===== config.mk =====
export PLATFORM = sky130hd
export DESIGN_NAME = sdram_burst_colgen
export DESIGN_NICKNAME = d
export VERILOG_FILES = /design/src/rtl/sdram_colgen_pkg.sv /design/src/rtl/colgen_len_dec.sv /design/src/rtl/colgen_beat_ctrl.sv /design/src/rtl/colgen_addr_form.sv /design/src/rtl/sdram_burst_colgen.sv
export SDC_FILE = /design/constraint.sdc
export NUM_CORES = 1
export LEC_CHECK = 0
export ABC_CLOCK_PERIOD_IN_PS = 4400
export BUFFER_PORTS_ARGS = -buffer_cell sky130_fd_sc_hd__buf_2
export CORE_MARGIN = 5
export CORE_UTILIZATION = 50
export CTS_CLUSTER_DIAMETER = 40
export DETAILED_ROUTE_END_ITERATION = 6
export PLACE_DENSITY = 0.7
export SLEW_MARGIN = 10
export SYNTH_ARGS = -nofsm -noshare
export SYNTH_HDL_FRONTEND = slang
export SYNTH_SLANG_ARGS = --single-unit

===== constraint.sdc =====
create_clock -name clk_i -period 4.4 [get_ports clk_i]
set_input_delay 0.44 -clock clk_i [delete_from_list [all_inputs] [get_ports clk_i]]
set_output_delay 0.44 -clock clk_i [all_outputs]
set_load 0.01 [all_outputs]

===== src/rtl/sdram_colgen_pkg.sv =====
package sdram_colgen_pkg;
  localparam int unsigned COL_W     = 9;
  localparam int unsigned CODE_W    = 3;
  localparam int unsigned MAX_LOG_L = 3;

  typedef enum logic [CODE_W-1:0] {
    LEN_1    = 3'd0,
    LEN_2    = 3'd1,
    LEN_4    = 3'd2,
    LEN_8    = 3'd3,
    LEN_PAGE = 3'd4
  } len_code_e;
endpackage


===== src/rtl/colgen_len_dec.sv =====
module colgen_len_dec #(
  parameter int unsigned COL_W     = sdram_colgen_pkg::COL_W,
  parameter int unsigned CODE_W    = sdram_colgen_pkg::CODE_W,
  parameter int unsigned MAX_LOG_L = sdram_colgen_pkg::MAX_LOG_L
) (
  input  logic [CODE_W-1:0] code_i,
  output logic [COL_W-1:0]  mask_o,
  output logic              full_o
);
  assign full_o = (int'(code_i) > int'(MAX_LOG_L));

  // bit b of the wrap mask is set when the burst spans 2^(b+1) columns or more
  for (genvar b = 0; b < COL_W; b++) begin : g_mask
    assign mask_o[b] = full_o | (int'(code_i) > b);
  end
endmodule


===== src/rtl/colgen_beat_ctrl.sv =====
module colgen_beat_ctrl #(
  parameter int unsigned COL_W = sdram_colgen_pkg::COL_W
) (
  input  logic             clk_i,
  input  logic             rst_ni,
  input  logic             start_i,
  input  logic [COL_W-1:0] start_col_i,
  input  logic [COL_W-1:0] mask_i,
  input  logic             full_i,
  input  logic             ilv_i,
  input  logic             term_i,
  output logic [COL_W-1:0] base_o,
  output logic [COL_W-1:0] beat_o,
  output logic [COL_W-1:0] mask_o,
  output logic             full_o,
  output logic             ilv_o,
  output logic             active_o,
  output logic             last_o,
  output logic             err_o
);
  logic fixed_end;
  logic burst_done;

  assign fixed_end  = ~full_o & (beat_o == mask_o);
  assign burst_done = full_o ? term_i : fixed_end;
  assign last_o     = active_o & fixed_end;

  always_ff @(posedge clk_i or negedge rst_ni) begin
    if (!rst_ni) begin
      active_o <= 1'b0;
      base_o   <= '0;
      beat_o   <= '0;
      mask_o   <= '0;
      full_o   <= 1'b0;
      ilv_o    <= 1'b0;
      err_o    <= 1'b0;
    end else if (start_i) begin
      active_o <= 1'b1;
      base_o   <= start_col_i;
      beat_o   <= '0;
      mask_o   <= mask_i;
      full_o   <= full_i;
      ilv_o    <= ilv_i & ~full_i;
      err_o    <= ilv_i & full_i;
    end else begin
      err_o <= 1'b0;
      if (active_o) begin
        if (burst_done) active_o <= 1'b0;
        else            beat_o   <= beat_o + 1'b1;
      end
    end
  end

  p_beat_bound_r3: assert property (@(posedge clk_i) disable iff (!rst_ni)
    (active_o && !full_o) |-> ((beat_o & ~mask_o) == '0));

  p_fixed_len_r7: assert property (@(posedge clk_i) disable iff (!rst_ni)
    (active_o && !full_o && !fixed_end && !start_i) |=> (active_o && beat_o == $past(beat_o) + 1'b1));

  p_err_pulse_r9: assert property (@(posedge clk_i) disable iff (!rst_ni)
    (err_o && !start_i) |=> !err_o);
endmodule


===== src/rtl/colgen_addr_form.sv =====
module colgen_addr_form #(
  parameter int unsigned COL_W = sdram_colgen_pkg::COL_W
) (
  input  logic [COL_W-1:0] base_i,
  input  logic [COL_W-1:0] beat_i,
  input  logic [COL_W-1:0] mask_i,
  input  logic             ilv_i,
  output logic [COL_W-1:0] col_o
);
  logic [COL_W-1:0] lin_sum;

  // carries only move upward, so masked low bits of the sum wrap inside the block
  assign lin_sum = base_i + beat_i;

  for (genvar b = 0; b < COL_W; b++) begin : g_bit
    assign col_o[b] = !mask_i[b] ? base_i[b] :
                      ilv_i      ? (base_i[b] ^ beat_i[b]) : lin_sum[b];
  end
endmodule


===== src/rtl/sdram_burst_colgen.sv =====
module sdram_burst_colgen #(
  parameter int unsigned COL_W     = sdram_colgen_pkg::COL_W,
  parameter int unsigned CODE_W    = sdram_colgen_pkg::CODE_W,
  parameter int unsigned MAX_LOG_L = sdram_colgen_pkg::MAX_LOG_L
) (
  input  logic              clk_i,
  input  logic              rst_ni,
  input  logic              start_i,
  input  logic [COL_W-1:0]  start_col_i,
  input  logic [CODE_W-1:0] bl_code_i,
  input  logic              ilv_i,
  input  logic              term_i,
  output logic [COL_W-1:0]  col_o,
  output logic              valid_o,
  output logic              last_o,
  output logic              err_o
);
  logic [COL_W-1:0] dec_mask;
  logic             dec_full;
  logic [COL_W-1:0] base_q, beat_q, mask_q;
  logic             full_q, ilv_q;

  colgen_len_dec #(.COL_W(COL_W), .CODE_W(CODE_W), .MAX_LOG_L(MAX_LOG_L)) u_dec (
    .code_i (bl_code_i),
    .mask_o (dec_mask),
    .full_o (dec_full)
  );

  colgen_beat_ctrl #(.COL_W(COL_W)) u_ctrl (
    .clk_i       (clk_i),
    .rst_ni      (rst_ni),
    .start_i     (start_i),
    .start_col_i (start_col_i),
    .mask_i      (dec_mask),
    .full_i      (dec_full),
    .ilv_i       (ilv_i),
    .term_i      (term_i),
    .base_o      (base_q),
    .beat_o      (beat_q),
    .mask_o      (mask_q),
    .full_o      (full_q),
    .ilv_o       (ilv_q),
    .active_o    (valid_o),
    .last_o      (last_o),
    .err_o       (err_o)
  );

  colgen_addr_form #(.COL_W(COL_W)) u_addr (
    .base_i (base_q),
    .beat_i (beat_q),
    .mask_i (mask_q),
    .ilv_i  (ilv_q),
    .col_o  (col_o)
  );

  p_first_col_r2: assert property (@(posedge clk_i) disable iff (!rst_ni)
    start_i |=> (valid_o && col_o == $past(start_col_i)));

  p_upper_hold_r4: assert property (@(posedge clk_i) disable iff (!rst_ni)
    (valid_o && !last_o && !full_q && !start_i) |=> ((col_o & ~mask_q) == ($past(col_o) & ~mask_q)));

  p_page_step_r6: assert property (@(posedge clk_i) disable iff (!rst_ni)
    (valid_o && full_q && !term_i && !start_i) |=> (valid_o && col_o == $past(col_o) + 1'b1));

  p_term_stop_r6: assert property (@(posedge clk_i) disable iff (!rst_ni)
    (valid_o && full_q && term_i && !start_i) |=> !valid_o);

  p_last_end_r8: assert property (@(posedge clk_i) disable iff (!rst_ni)
    (last_o && !start_i) |=> !valid_o);

  p_no_page_last_r8: assert property (@(posedge clk_i) disable iff (!rst_ni)
    (valid_o && full_q) |-> !last_o);
endmodule


==> run metrics, run 1 <==
status=completed; Post-CTS Hold Buffers=0; RSZ-0062 raised after global routing=no; setup_tns=0 ns; Avg Cell Area, Syn=9.76 um2; multi-input combinational cell area=1050 um2; CTS buffer count=3; die width=70.7 um; die height=70.7 um; PwrDens=305 nW/um2; PortBufs=28; Yosys reg bits=28; final-report hold violation count=0; max_slew headroom=59.2%; # H-tree levels=1; total grt overflow=0; post-CTS setup buffer count=0; CTS tree=built; clk_skew=~0.0065 ns; P_leak=~0.90 nW; CTS Sinks=28; delay-heaviest family, CP=adder cells; CP Max Fanout=7; WP data required=3.96 ns; Final nets=approximately 240; Critical Path Max Stage Delay=0.47 ns; Hold Path Class=primary input to asynchronous set/reset pin; area delta synth->final=10.9%; layout filler cell count=332; Yosys cell types=43; register area share after synthesis=38.0%; Initial Util=51.1%; Critical-path top delay cell=dfrtp_1; row count=22; Storage cell area=around 700 um2; net count after synthesis=216; vias per cell=between 5 and 6; number of routed nets with antenna violations=0; worst path arrival time=roughly 2.6 ns; Die ar.=around 5000 um2; MaxCap Viol Count=0; total wire length=3700 um; routability cong.=between 0.7 and 0.8; min Tclk post-route=3.04 ns; fin crit share=about 70%; hold_ws=roughly 0.16 ns; hpwl dp=2830 um; CP endpoint kind=output port; global-route wire length before repair=~6300 um; Iter 0 DRT Violations=59; Clk Latency, worst-skew pair=0.27 ns; reg2reg setup slack=2.60 ns; vias=1,443; clock root buffer master=clkbuf_8; Max Slew Vio Count=0; PostCTS Resize Cnt=0; Core ar.=3610 um2; layout cells sized above 1=between 20% and 30%; largest net degree at the start of global routing=34; clk buf depth=2; Clk pin slew, worst setup/hold paths=0.09 ns; drt first pass iters=4; CP Buf/Inv Count=1; CP Launch Type=flip-flop; most frequent cells in the layout=buf_2, dfrtp_1, nor2_1; synthesized instance count=between 150 and 200; synthesized cell area=1840 um2; initial antenna violation count=0; ANT cells=0; # setup viols final=0; Tot GR Track Use=15.4%; CP Class=flip-flop to output port; vias in the first global route=1,361; Routed wire per std cell=between 10 and 15 um; YS warnings=0; io pins=29; # DRC=0; Worst Tran Pin Value=0.612 ns; peak supply drop=0.000184 V; CP Cell Sequence=ha_1 -> fa_1 -> a211oi_1 -> o21ai_0 -> and4_1 -> nor3_1 -> xnor2_1 -> buf_2; fmax=between 300 and 400 MHz
flip-flops by register name, summed over array words and instances (netlist names):
register,flops
u_ctrl.base_o,9
u_ctrl.beat_o,9
u_ctrl.mask_o,7
u_ctrl.active_o,1
u_ctrl.err_o,1
u_ctrl.ilv_o,1
area by class of cell:
class	instances	share of cell area, %
multi-input combinational	145	51.6
sequential	28	34.3
timing repair buffer	28	6.85
tap	48	2.94
clock buffer	4	2.69
inverter	9	1.65
per-layer routing:
metal / vias to the layer above / track usage (%) / share of wire, %
li1: 723 / - / -
met1: 674 / 21.8 / 46
met2: 40 / 24.4 / 47
met3: 6 / 2.84 / 5.7
met4: 0 / 3.76 / 1.2
met5: - / 0 / 0
logic make-up (layout without fill, tap and decap cells):
logic type      count (synthesis)  after routing  synth area share, %
fa+ha+maj                      10             10                 7.19
compound gates                 46             46                 16.0
buf+inv                        16             41                 4.82
mux                            12             12                 7.19
xor+xnor                       17             17                 8.89
simple gates                   60             60                 17.9
flops                          28             28                 38.0
final timing paths:
| check | from | to | depth (start not counted) |
|---|---|---|---|
| worst min register to register | u_ctrl.base_o[6] | u_ctrl.base_o[6] | 1 |
| max in group asynchronous | rst_ni | u_ctrl.beat_o[3] | 1 |
| worst min-delay path | rst_ni | u_ctrl.mask_o[3] | 1 |
| min in group clk_i | start_col_i[5] | u_ctrl.base_o[5] | 2 |
| worst max register to register | u_ctrl.mask_o[3] | u_ctrl.beat_o[1] | 5 |
| worst max-delay path | u_ctrl.beat_o[0] | col_o[8] | 8 |
Yosys cell counts, drive strengths merged:
cell type   n  area share [%]
a31oi       2            0.68
xor2        8             3.8
nand3b      2            0.81
clkbuf      4             1.4
dfrtp      28              38
o22ai       1            0.34
o21bai      1            0.41
and4        2            0.95
nor4        1            0.68
xnor2       9             5.1
nor2       25             5.1
nand3       5             2.0
o31ai       2            0.81
and2        1            0.34
nand2       6             1.2
nor3        5             1.4
a211oi      1            0.41
o21ai      13             4.1
or4         2            0.81
a31o        1            0.47
a21o        1            0.41
buf         3             1.6
inv         9             1.8
o211ai      7             2.8
nor2b       1            0.34
fa          1             1.1
nand4       3             1.8
and3        3             1.1
mux2       10             6.1
mux2i       2             1.1
ha          9             6.1
o211a       1            0.54
or3         2            0.68
a21oi      16             5.0
nand2b      2            0.68
through the flow:
step	power, mW	setup slack (ns)	util [%]	instances	cell area (um2)
4_1_cts	0.633	1.36	56.7	262	2040
5_1_grt	0.666	1.26	56.7	262	2040
3_3_place_gp	0.471	1.75	55.2	258	1990
3_5_place_dp	0.474	1.68	55.2	258	1990
2_1_floorplan	0.424	1.96	-	189	1840
6_report	0.624	1.36	56.7	262	2040
report_power, final:
group          internal, mW  total, mW  leakage, nW  switching (mW)
registers             0.276      0.306        0.344          0.0299
clock network        0.0800      0.156       0.0288          0.0760
logic                0.0748      0.162        0.528          0.0871
total                 0.431      0.624        0.901           0.193
No activity file was read; power rests on OpenSTA's default activity.
==> run 2, diff against run 1 <==
Settings changed: ABC_AREA set to 1, ABC_CLOCK_PERIOD_IN_PS 4400 to 3150.
Clock period 4.4 ns to 3.15 ns, I/O delays scaled along.
==> run 2 against run 1 <==
Clock power is 46% higher. Routed wire length rose by 8.3%. Register-to-register slack worse by 1.0 ns. Global-route usage rose by 1.1 points. Cell area grew 2.0%. Die area is 1.2% higher. Critical path depth up 3. Worst hold slack worse by 0.12 ns. First-iteration DRC count up 37%. Clock skew shrank 0.0050 ns. Via count increased by 17%. Sequential share of layout area decreased by 0.66 points. Critical path type unchanged.
==> run metrics, run 2 <==
layout cells sized above 1=13.9% (-9.9 points); Critical-path top delay cell=dfrtp_1; min Tclk post-route=2.47 ns; peak supply drop=0.000226 V (+23%); io pins=29 (unchanged); most common cell after layout, fill and taps aside=nand2_1; Critical Path Max Stage Delay=0.47 ns (about the same); CTS buffer count=3 (unchanged); routability cong.=0.850 (+8.4%); total grt overflow=0 (unchanged); Iter 0 DRT Violations=81 (+37%); Final nets=315 (+30%); fmax=405 MHz; Avg Cell Area, Syn=7.14 um2 (-27%); number of routed nets with antenna violations=0 (unchanged); fin crit share=78.4%; Core ar.=3630 um2 (+0.76%); global-route wire length before repair=6800 um (+7.7%); Worst Tran Pin Value=0.632 ns (+0.0202 ns); area delta synth->final=11.4%; CP endpoint kind=output port; worst path arrival time=2.16 ns (-0.44 ns); initial antenna violation count=0 (unchanged); PostCTS Resize Cnt=0 (unchanged); final-report hold violation count=0 (unchanged); Area contributors post-synth=dfrtp_1, nand2_1, nand3_1; Post-synth ARST share=100% (unchanged); status=completed; PortBufs=28 (unchanged); CP Class=flip-flop to output port; clk buf depth=2 (unchanged); Clk pin slew, worst setup/hold paths=0.10 ns (about the same); row count=22 (unchanged); Routed wire per std cell=12.0 um (-15%); die height=71.2 um (+0.61%); Yosys cell types=26 (-40%); hpwl dp=2950 um (+4.1%); Hold Path Class=primary input to asynchronous set/reset pin; synthesized instance count=262 (+39%); vias per cell=5.05 (-8.3%); Die ar.=5060 um2 (+1.2%); total wire length=4010 um (+8.3%); top cells by count, synth=nand2_1, inv_1, dfrtp_1, nand3_1, o21ai_0; Max Slew Vio Count=0 (unchanged); setup_tns=0 ns (unchanged); Initial Util=51.5% (+0.34 points); ANT cells=0 (unchanged); max_slew headroom=57.9% (-1.3 points); post-CTS setup buffer count=0 (unchanged); clock root buffer master=clkbuf_8; Top Registers=u_ctrl.base_o: 9 flops, u_ctrl.beat_o: 9 flops, u_ctrl.mask_o: 7 flops; Synth Flop Type=dfrtp_1; vias in the first global route=1,488 (+9.3%); fin util=57.4% (+0.67 points); Yosys reg bits=28 (unchanged); CTS tree=built; RSZ-0062 raised after global routing=no; Post-synth EDFFs=0 (unchanged); # setup viols final=0 (unchanged); vias=1,692 (+17%); Tot GR Track Use=16.4% (+1.1 points); CTS Sinks=28 (unchanged); # H-tree levels=1 (unchanged); post-synth top area share=37.5% (-0.53 points); MaxCap Viol Count=0 (unchanged); synthesized cell area=1870 um2 (+1.4%); net count after synthesis=289 (+34%); YS warnings=0 (unchanged); Clk Latency, worst-skew pair=0.28 ns (about the same); count leader, synth=nand2_1; largest net degree at the start of global routing=29 (-15%); # DRC=0 (unchanged); clk_skew=0.00150 ns (-0.00499 ns); CP Max Fanout=7 (unchanged); die width=71.2 um (+0.61%); register area share after synthesis=37.5% (-0.53 points); drt first pass iters=4 (unchanged); Post-CTS Hold Buffers=0 (unchanged); CP Launch Type=flip-flop; PwrDens=396 nW/um2 (+30%); FF-to-FF path depth=7 (+2); WP data required=2.83 ns (-1.13 ns); most frequent cells in the layout=nand2_1, inv_1, buf_2, dfrtp_1, nand3_1; P_leak=1.21 nW (+34%); cell taking the most area after synthesis=dfrtp_1; CP Cell Sequence=ha_1 -> fa_1 -> nand3_1 -> nand3_1 -> nand2_1 -> nand2_1 -> nand3_1 -> nand3_1 -> nand2_1 -> nand2_1 -> buf_2
==> run 2: cell types whose count changed after synthesis, sizes merged, moves of 7 or more <==
cell,previous run,this run
nand2,6,89
inv,9,37
nand3,5,27
a21oi,16,4
nor2,25,14
mux2,10,0
nand4,3,12
o211ai,7,0
==> run 2: kinds of logic (layout without fill, tap and decap cells) <==
| group | Yosys count | count (layout) | share of synthesized area [%] |
|---|---|---|---|
| adder cells (fa/ha/maj) | 10 | 10 | 7.09 |
| AND/OR/NAND/NOR | 144 | 144 | 33.2 |
| flip-flops | 28 | 28 | 37.5 |
| buffers and inverters | 45 | 70 | 9.83 |
| AO/OA/AOI/OAI | 24 | 24 | 7.22 |
| XOR/XNOR | 11 | 11 | 5.15 |
==> run 2: final timing paths <==
check	endpoint	start	slack (ns)
worst max-delay path	col_o[8]	u_ctrl.beat_o[0]	0.68
worst min-delay path	u_ctrl.base_o[2]	rst_ni	0.05
worst max register to register	u_ctrl.beat_o[1]	u_ctrl.beat_o[3]	1.60
worst min register to register	u_ctrl.base_o[4]	u_ctrl.base_o[4]	0.53
max in group asynchronous	u_ctrl.mask_o[3]	rst_ni	2.69
min in group clk_i	u_ctrl.base_o[2]	start_col_i[2]	0.23
==> run 2: power breakdown <==
part,internal (mW),switching [mW],total [mW]
Sequential,0.385,0.0292,0.414
Combinational,0.0711,0.114,0.185
Clock,0.112,0.115,0.227
Total,0.568,0.258,0.826
==> run 2: stage by stage <==
step | setup slack [ns] | hold slack [ns] | total power, mW | area (um2) | std cells
after floorplan | 1.23 | 0.0194 | 0.539 | 1870 | 262
after CTS | 0.676 | 0.0705 | 0.834 | 2080 | 335
after detailed placement | 0.989 | 0.378 | 0.607 | 2030 | 331
after global routing | 0.460 | 0.0930 | 0.880 | 2080 | 335
final | 0.679 | 0.0453 | 0.826 | 2080 | 335
after global placement | 1.03 | 0.379 | 0.605 | 2030 | 331
==> run 2: final cells by class <==
class | instances | area [um2]
Sequential cell | 28 | 701
Inverter | 38 | 143
Tap cell | 48 | 60.1
Clock buffer | 4 | 55.1
Fill cell | 348 | 1550
Timing Repair Buffer | 28 | 140
Multi-Input combinational cell | 189 | 986
==> run 2: layer usage <==
layer,global-route usage [%],up-vias,routed length (um)
met2,26.5,41,1840
met3,2.27,4,212
li1,-,888,-
met5,0,-,0
met1,22.4,759,1910
met4,5.85,0,52
==> run 2: worst max-delay path, delay by kind of cell (launching register included) <==
family        cells  cell delay [ns]
fa+ha+maj         2             0.65
flops             1             0.47
simple gates      8             0.63
buf+inv           1             0.13
